$ cat src/rtl/t1pm_pkg.sv
`timescale 1ns/1ps
package t1pm_pkg;
  localparam int BYTE_W = 8;
  localparam int N_SRC  = 3;

  typedef enum logic [1:0] {
    ADR_VIOL_HI = 2'd0,
    ADR_VIOL_LO = 2'd1,
    ADR_CRC     = 2'd2,
    ADR_OOF     = 2'd3
  } t1pm_addr_e;

  localparam int SRC_VIOL = 0;
  localparam int SRC_CRC  = 1;
  localparam int SRC_OOF  = 2;
endpackage

$ cat src/rtl/t1pm_zero_run.sv
`timescale 1ns/1ps
module t1pm_zero_run #(
  parameter int SHORT_RUN = 8,
  parameter int LONG_RUN  = 16
) (
  input  logic clk,
  input  logic rst_n,
  input  logic bit_vld,
  input  logic bit_val,
  input  logic short_sel,
  output logic exz_evt
);
  localparam int RW = $clog2(LONG_RUN);

  logic [RW-1:0] run_q, run_nxt, lim;
  logic          run_upd;

  always_comb begin
    lim     = short_sel ? RW'(SHORT_RUN - 1) : RW'(LONG_RUN - 1);
    exz_evt = bit_vld & ~bit_val & (run_q >= lim);
    run_upd = bit_vld;
    if (bit_val || exz_evt) run_nxt = '0;
    else                    run_nxt = run_q + RW'(1);
  end

  always_ff @(posedge clk or negedge rst_n) begin
    if (!rst_n)       run_q <= '0;
    else if (run_upd) run_q <= run_nxt;
  end
endmodule

$ cat src/rtl/t1pm_sat_cnt.sv
`timescale 1ns/1ps
module t1pm_sat_cnt #(
  parameter int W = 8
) (
  input  logic         clk,
  input  logic         rst_n,
  input  logic         clr,
  input  logic         ld,
  input  logic [W-1:0] ld_val,
  input  logic         ev,
  input  logic         en,
  output logic [W-1:0] cnt,
  output logic         sat_ev
);
  localparam logic [W-1:0] MAXV = {W{1'b1}};

  logic [W-1:0] cnt_q, cnt_nxt;
  logic         hit, at_max, upd;

  always_comb begin
    at_max  = (cnt_q == MAXV);
    hit     = ev & en & ~ld & ~clr;
    sat_ev  = hit & at_max;
    upd     = clr | ld | (hit & ~at_max);
    if (clr)     cnt_nxt = '0;
    else if (ld) cnt_nxt = ld_val;
    else         cnt_nxt = cnt_q + W'(1);
  end

  always_ff @(posedge clk or negedge rst_n) begin
    if (!rst_n)   cnt_q <= '0;
    else if (upd) cnt_q <= cnt_nxt;
  end

  assign cnt = cnt_q;
endmodule

$ cat src/rtl/t1_perf_err_bank.sv
`timescale 1ns/1ps
module t1_perf_err_bank
  import t1pm_pkg::*;
#(
  parameter int SHORT_RUN = 8,
  parameter int LONG_RUN  = 16,
  parameter int CNT_BYTES = 2
) (
  input  logic                    clk,
  input  logic                    rst_n,
  input  logic                    line_bit_vld,
  input  logic                    line_bit,
  input  logic                    bpv_evt,
  input  logic                    crc_err_evt,
  input  logic                    oof_evt,
  input  logic                    b8zs_en,
  input  logic                    esf_mode,
  input  logic                    los,
  input  logic                    wr_en,
  input  logic [1:0]              wr_addr,
  input  logic [BYTE_W-1:0]       wr_data,
  input  logic [1:0]              rd_addr,
  output logic [BYTE_W-1:0]       rd_data,
  input  logic [N_SRC-1:0]        irq_mask,
  output logic [CNT_BYTES*BYTE_W-1:0] viol_cnt,
  output logic [BYTE_W-1:0]       crc_cnt,
  output logic [BYTE_W-1:0]       oof_cnt,
  output logic                    irq
);
  localparam int VW = CNT_BYTES * BYTE_W;

  // reset: asserted asynchronously, released through two flops
  logic [1:0] rst_pipe;
  logic       rst_n_int;

  always_ff @(posedge clk or negedge rst_n) begin
    if (!rst_n) rst_pipe <= '0;
    else        rst_pipe <= {rst_pipe[0], 1'b1};
  end
  assign rst_n_int = rst_pipe[1];

  // write decode
  logic wr_hi, wr_lo, wr_crc, wr_oof;
  always_comb begin
    wr_hi  = wr_en & (wr_addr == ADR_VIOL_HI);
    wr_lo  = wr_en & (wr_addr == ADR_VIOL_LO);
    wr_crc = wr_en & (wr_addr == ADR_CRC) & esf_mode;
    wr_oof = wr_en & (wr_addr == ADR_OOF);
  end

  // staged high part of the wide preset
  logic [VW-BYTE_W-1:0] hold_q;
  always_ff @(posedge clk or negedge rst_n_int) begin
    if (!rst_n_int)  hold_q <= '0;
    else if (wr_hi)  hold_q <= {hold_q[VW-BYTE_W-1:0], wr_data} [VW-BYTE_W-1:0];
  end

  // excessive-zero detector
  logic exz_evt;
  t1pm_zero_run #(.SHORT_RUN(SHORT_RUN), .LONG_RUN(LONG_RUN)) u_zrun (
    .clk       (clk),
    .rst_n     (rst_n_int),
    .bit_vld   (line_bit_vld),
    .bit_val   (line_bit),
    .short_sel (b8zs_en),
    .exz_evt   (exz_evt)
  );

  logic [N_SRC-1:0] sat_ev;

  t1pm_sat_cnt #(.W(VW)) u_viol (
    .clk    (clk),
    .rst_n  (rst_n_int),
    .clr    (1'b0),
    .ld     (wr_lo),
    .ld_val ({hold_q, wr_data}),
    .ev     (bpv_evt | exz_evt),
    .en     (1'b1),
    .cnt    (viol_cnt),
    .sat_ev (sat_ev[SRC_VIOL])
  );

  t1pm_sat_cnt #(.W(BYTE_W)) u_crc (
    .clk    (clk),
    .rst_n  (rst_n_int),
    .clr    (~esf_mode),
    .ld     (wr_crc),
    .ld_val (wr_data),
    .ev     (crc_err_evt),
    .en     (~los),
    .cnt    (crc_cnt),
    .sat_ev (sat_ev[SRC_CRC])
  );

  t1pm_sat_cnt #(.W(BYTE_W)) u_oof (
    .clk    (clk),
    .rst_n  (rst_n_int),
    .clr    (1'b0),
    .ld     (wr_oof),
    .ld_val (wr_data),
    .ev     (oof_evt),
    .en     (~los),
    .cnt    (oof_cnt),
    .sat_ev (sat_ev[SRC_OOF])
  );

  // interrupt pulse
  logic irq_nxt, irq_q;
  always_comb irq_nxt = |(sat_ev & irq_mask);

  always_ff @(posedge clk or negedge rst_n_int) begin
    if (!rst_n_int) irq_q <= 1'b0;
    else            irq_q <= irq_nxt;
  end
  assign irq = irq_q;

  // read mux
  always_comb begin
    unique case (rd_addr)
      ADR_VIOL_HI: rd_data = viol_cnt[VW-1 -: BYTE_W];
      ADR_VIOL_LO: rd_data = viol_cnt[BYTE_W-1:0];
      ADR_CRC:     rd_data = crc_cnt;
      default:     rd_data = oof_cnt;
    endcase
  end
endmodule

$ cat config.mk
export PLATFORM = sky130hd
export DESIGN_NAME = t1_perf_err_bank
export DESIGN_NICKNAME = d
export VERILOG_FILES = /design/src/rtl/t1pm_pkg.sv /design/src/rtl/t1pm_zero_run.sv /design/src/rtl/t1pm_sat_cnt.sv /design/src/rtl/t1_perf_err_bank.sv
export SDC_FILE = /design/constraint.sdc
export NUM_CORES = 1
export LEC_CHECK = 0
export CORE_MARGIN = 5
export CORE_UTILIZATION = 30
export DETAILED_ROUTE_END_ITERATION = 6
export MAX_ROUTING_LAYER = met4
export REMOVE_ABC_BUFFERS = 1
export SYNTH_ARGS = -nofsm -noshare
export SYNTH_HDL_FRONTEND = slang
export SYNTH_SLANG_ARGS = --single-unit
$ cat constraint.sdc
create_clock -name clk -period 2.25 [get_ports clk]
set_clock_uncertainty 0.1 [all_clocks]
set_input_delay 0.3375 -clock clk [delete_from_list [all_inputs] [get_ports clk]]
set_output_delay 0.3375 -clock clk [all_outputs]
set_load 0.05 [all_outputs]
==> results.toml <==
[outcome]
outcome = "completed"

[floorplan]
rows = 35
die_height_um = 107
coreArea_sq_um = 9200
dieArea_sq_um = 11400
start_util_pct = 30.5
num_io_pins = 67
fp.dieW_um = 107

[clocking]
clk_path_buf_depth = 2
clockRootBuffer = "clkbuf_8"
cts_tree = "built"
cts-resized-gates = 0
holdBufCountCts = 0
post_cts.repair.setup_buffers = 0
worst_skew_pair.late_latency_ps = 300
clock-sinks = 47
clk_pin_slew_ps = 80
numCtsBuffers = 5
h-tree-depth = 2

[drt]
wirelength_um = 8020
vias = 2471
wl_per_cell_um = 16.9
drcViolationCount = 0
viasPerCell = 5.20
drtIter0Drc = 86
drtPass1Iterations = 4
postRouteAntennaNets = 0

[worst_setup_path]
cp_max_fo = 8
cp-end-kind = "output pin"
crit_chain = "clkdlybuf4s50_1 -> buf_12 -> mux4_2 -> buf_4"
cp_slowest_cell = "mux4_2"
regToRegStartpoint = "u_oof.cnt[0]$_DFFE_PN0P_"
path_class = "primary input to output pin"
setup.worst_path.start = "rd_addr[0]"
crit_family = "buffers and inverters"
r2r_setup_slack_ps = 250
cp-start-kind = "primary input"
crit_arrival_ps = 1710
critPathRequiredTime_ps = 1810
crit_cells = 4
critPathMaxStageDelay_ps = 520
path_buf_inv = 3
r2r_end = "u_oof.cnt[4]$_DFFE_PN0P_"
reg2reg_depth = 6
crit_end = "rd_data[4]"

[place]
gp_congestion = 0.870
io_buffers = 66
place_inst = 467
dpl.hpwl_um = 6270

[synthesis]
yosysSeqAreaShare_pct = 41.9
synthArstFlopShare_pct = 100
synth-warning-count = 0
ys_types = 46
synth_edf_count = 0
synthFlopType = "dfrtp_1"
avgSynthCellArea_sq_um = 9.86
syn_area_sq_um = 2810
synthCells = 285
synth_seq_cells = 47

[layout]
nFillCells = 933
synthToLayoutAreaGrowth_pct = 34.4
antenna_cells = 0
final_cell_mix = "clkdlybuf4s50_1, dfrtp_1, nand2_1, o21ai_0, buf_4"
mostFrequentLayoutCell = "clkdlybuf4s50_1"
final_core_util_pct = 41.1
fin_nets = 394
drive_above_1_share_pct = 17.0
finalNonFillerCells = 475

[timing]
hold_viol = 0
slew_headroom_pct = 59.8
fmax_ghz = 0.465
setup-violations-final = 0
maxSlewViolCount = 0
fin_crit_ps = 2150
worstMarginPinSlew_ps = 601
grt_setup_unrepaired = "false"
post-route-period-util_pct = 95.6

[min_path]
hold_path_class = "primary input to asynchronous set/reset pin"

[grt]
grt_busiest_layer = "met2"
grt_pass1_vias = 2436
grt_overflow = 0
grtUsageTotal_pct = 14.9
use_met1_pct = 19.7
use_met2_pct = 24.2
grt_util_met3_pct = 2.77
grt_antenna_before_repair = 0
grt_pass1_wl_um = 12900
grt_max_degree = 46

[flow_run]
cap_violations = 0

[power]
powerDensity_nw_per_um2 = 933
leakagePower_uw = 0.00146
irDropWorstVdd_mv = 0.344
[synth_stat cells, types with 6 or more instances]
master     n  area (sq um)
dfrtp_1   47          1180
nand2_1   39           146
o21ai_0   23           115
xnor2_1   17           149
nand3_1   16          80.1
nor2_1    15          56.3
a21oi_1   11          55.1
clkbuf_1   9          33.8
mux2_2     9           101
mux4_2     8           180
nor3_1     8          40.0
a211oi_1   7          52.6
mux2i_1    7          70.1
nand4_1    6          37.5
o21ai_1    6          30.0
[report_power, final]
part           internal [uW]  leakage [uW]  switching (uW)
Clock                    281     0.0000515             280
Sequential              1020      0.000583             294
Combinational            618      0.000830            1030
Total                   1920       0.00146            1600
[worst min-delay path by stage]
stage               slack, ps               endpoint  cells past startpoint             startpoint
detailed placement        240  rst_pipe[1]$_DFF_PN0_                      0  rst_pipe[0]$_DFF_PN0_
finish                     90  rst_pipe[0]$_DFF_PN0_                      1                  rst_n
global placement          240  rst_pipe[1]$_DFF_PN0_                      0  rst_pipe[0]$_DFF_PN0_
floorplan                 -60  rst_pipe[0]$_DFF_PN0_                      0                  rst_n
CTS                        80  rst_pipe[0]$_DFF_PN0_                      1                  rst_n
global route               90  rst_pipe[0]$_DFF_PN0_                      1                  rst_n
[cells by family (layout without fill, tap and decap cells)]
kind of cell	Yosys count	count (layout)	synth area share [%]
multiplexers	24	24	12.5
XOR/XNOR	20	20	6.24
flip-flops	47	47	41.9
other	1	1	0.134
AND/OR/NAND/NOR	114	114	21.2
AO/OA/AOI/OAI	62	62	14.1
adder cells (fa/ha/maj)	5	5	2.23
buffers and inverters	12	91	1.65
[layer usage]
metal / routed length, um / share of wire [%]
met1: 3680 / 46
met2: 3960 / 49
met3: 297 / 3.7
met4: 83 / 1.0
met5: 0 / 0
[per-stage QoR]
stage                     setup slack (ps)  area, sq um  hold slack [ps]  setup TNS, ps  power [uW]
after detailed placement             -78.8         3680              240           -377        2990
after CTS                             80.8         3780             82.4              0        3560
after global placement               -64.8         3680              236           -191        2970
after global routing                  39.2         3780             85.2              0        3710
final                                 98.7         3780             85.5              0        3520
after floorplan                      -70.3         2770            -58.1           -258        2350
[flip-flops by register name (all words and copies together), names as in the netlist]
register / cells
u_oof.cnt: 8
u_zrun.run_q: 4
rst_pipe: 2
irq: 1
u_crc.cnt: 8
u_viol.cnt: 16
hold_q: 8
[layout make-up]
class / instances / area, sq um / share of cell area [%]
inverter: 2 / 7.51 / 0.199
timing repair buffer: 81 / 766 / 20.3
multi-input combinational: 226 / 1590 / 42.0
clock buffer: 8 / 100 / 2.65
sequential: 47 / 1180 / 31.2
tap: 111 / 139 / 3.68
(Power assumes the default switching activity.)
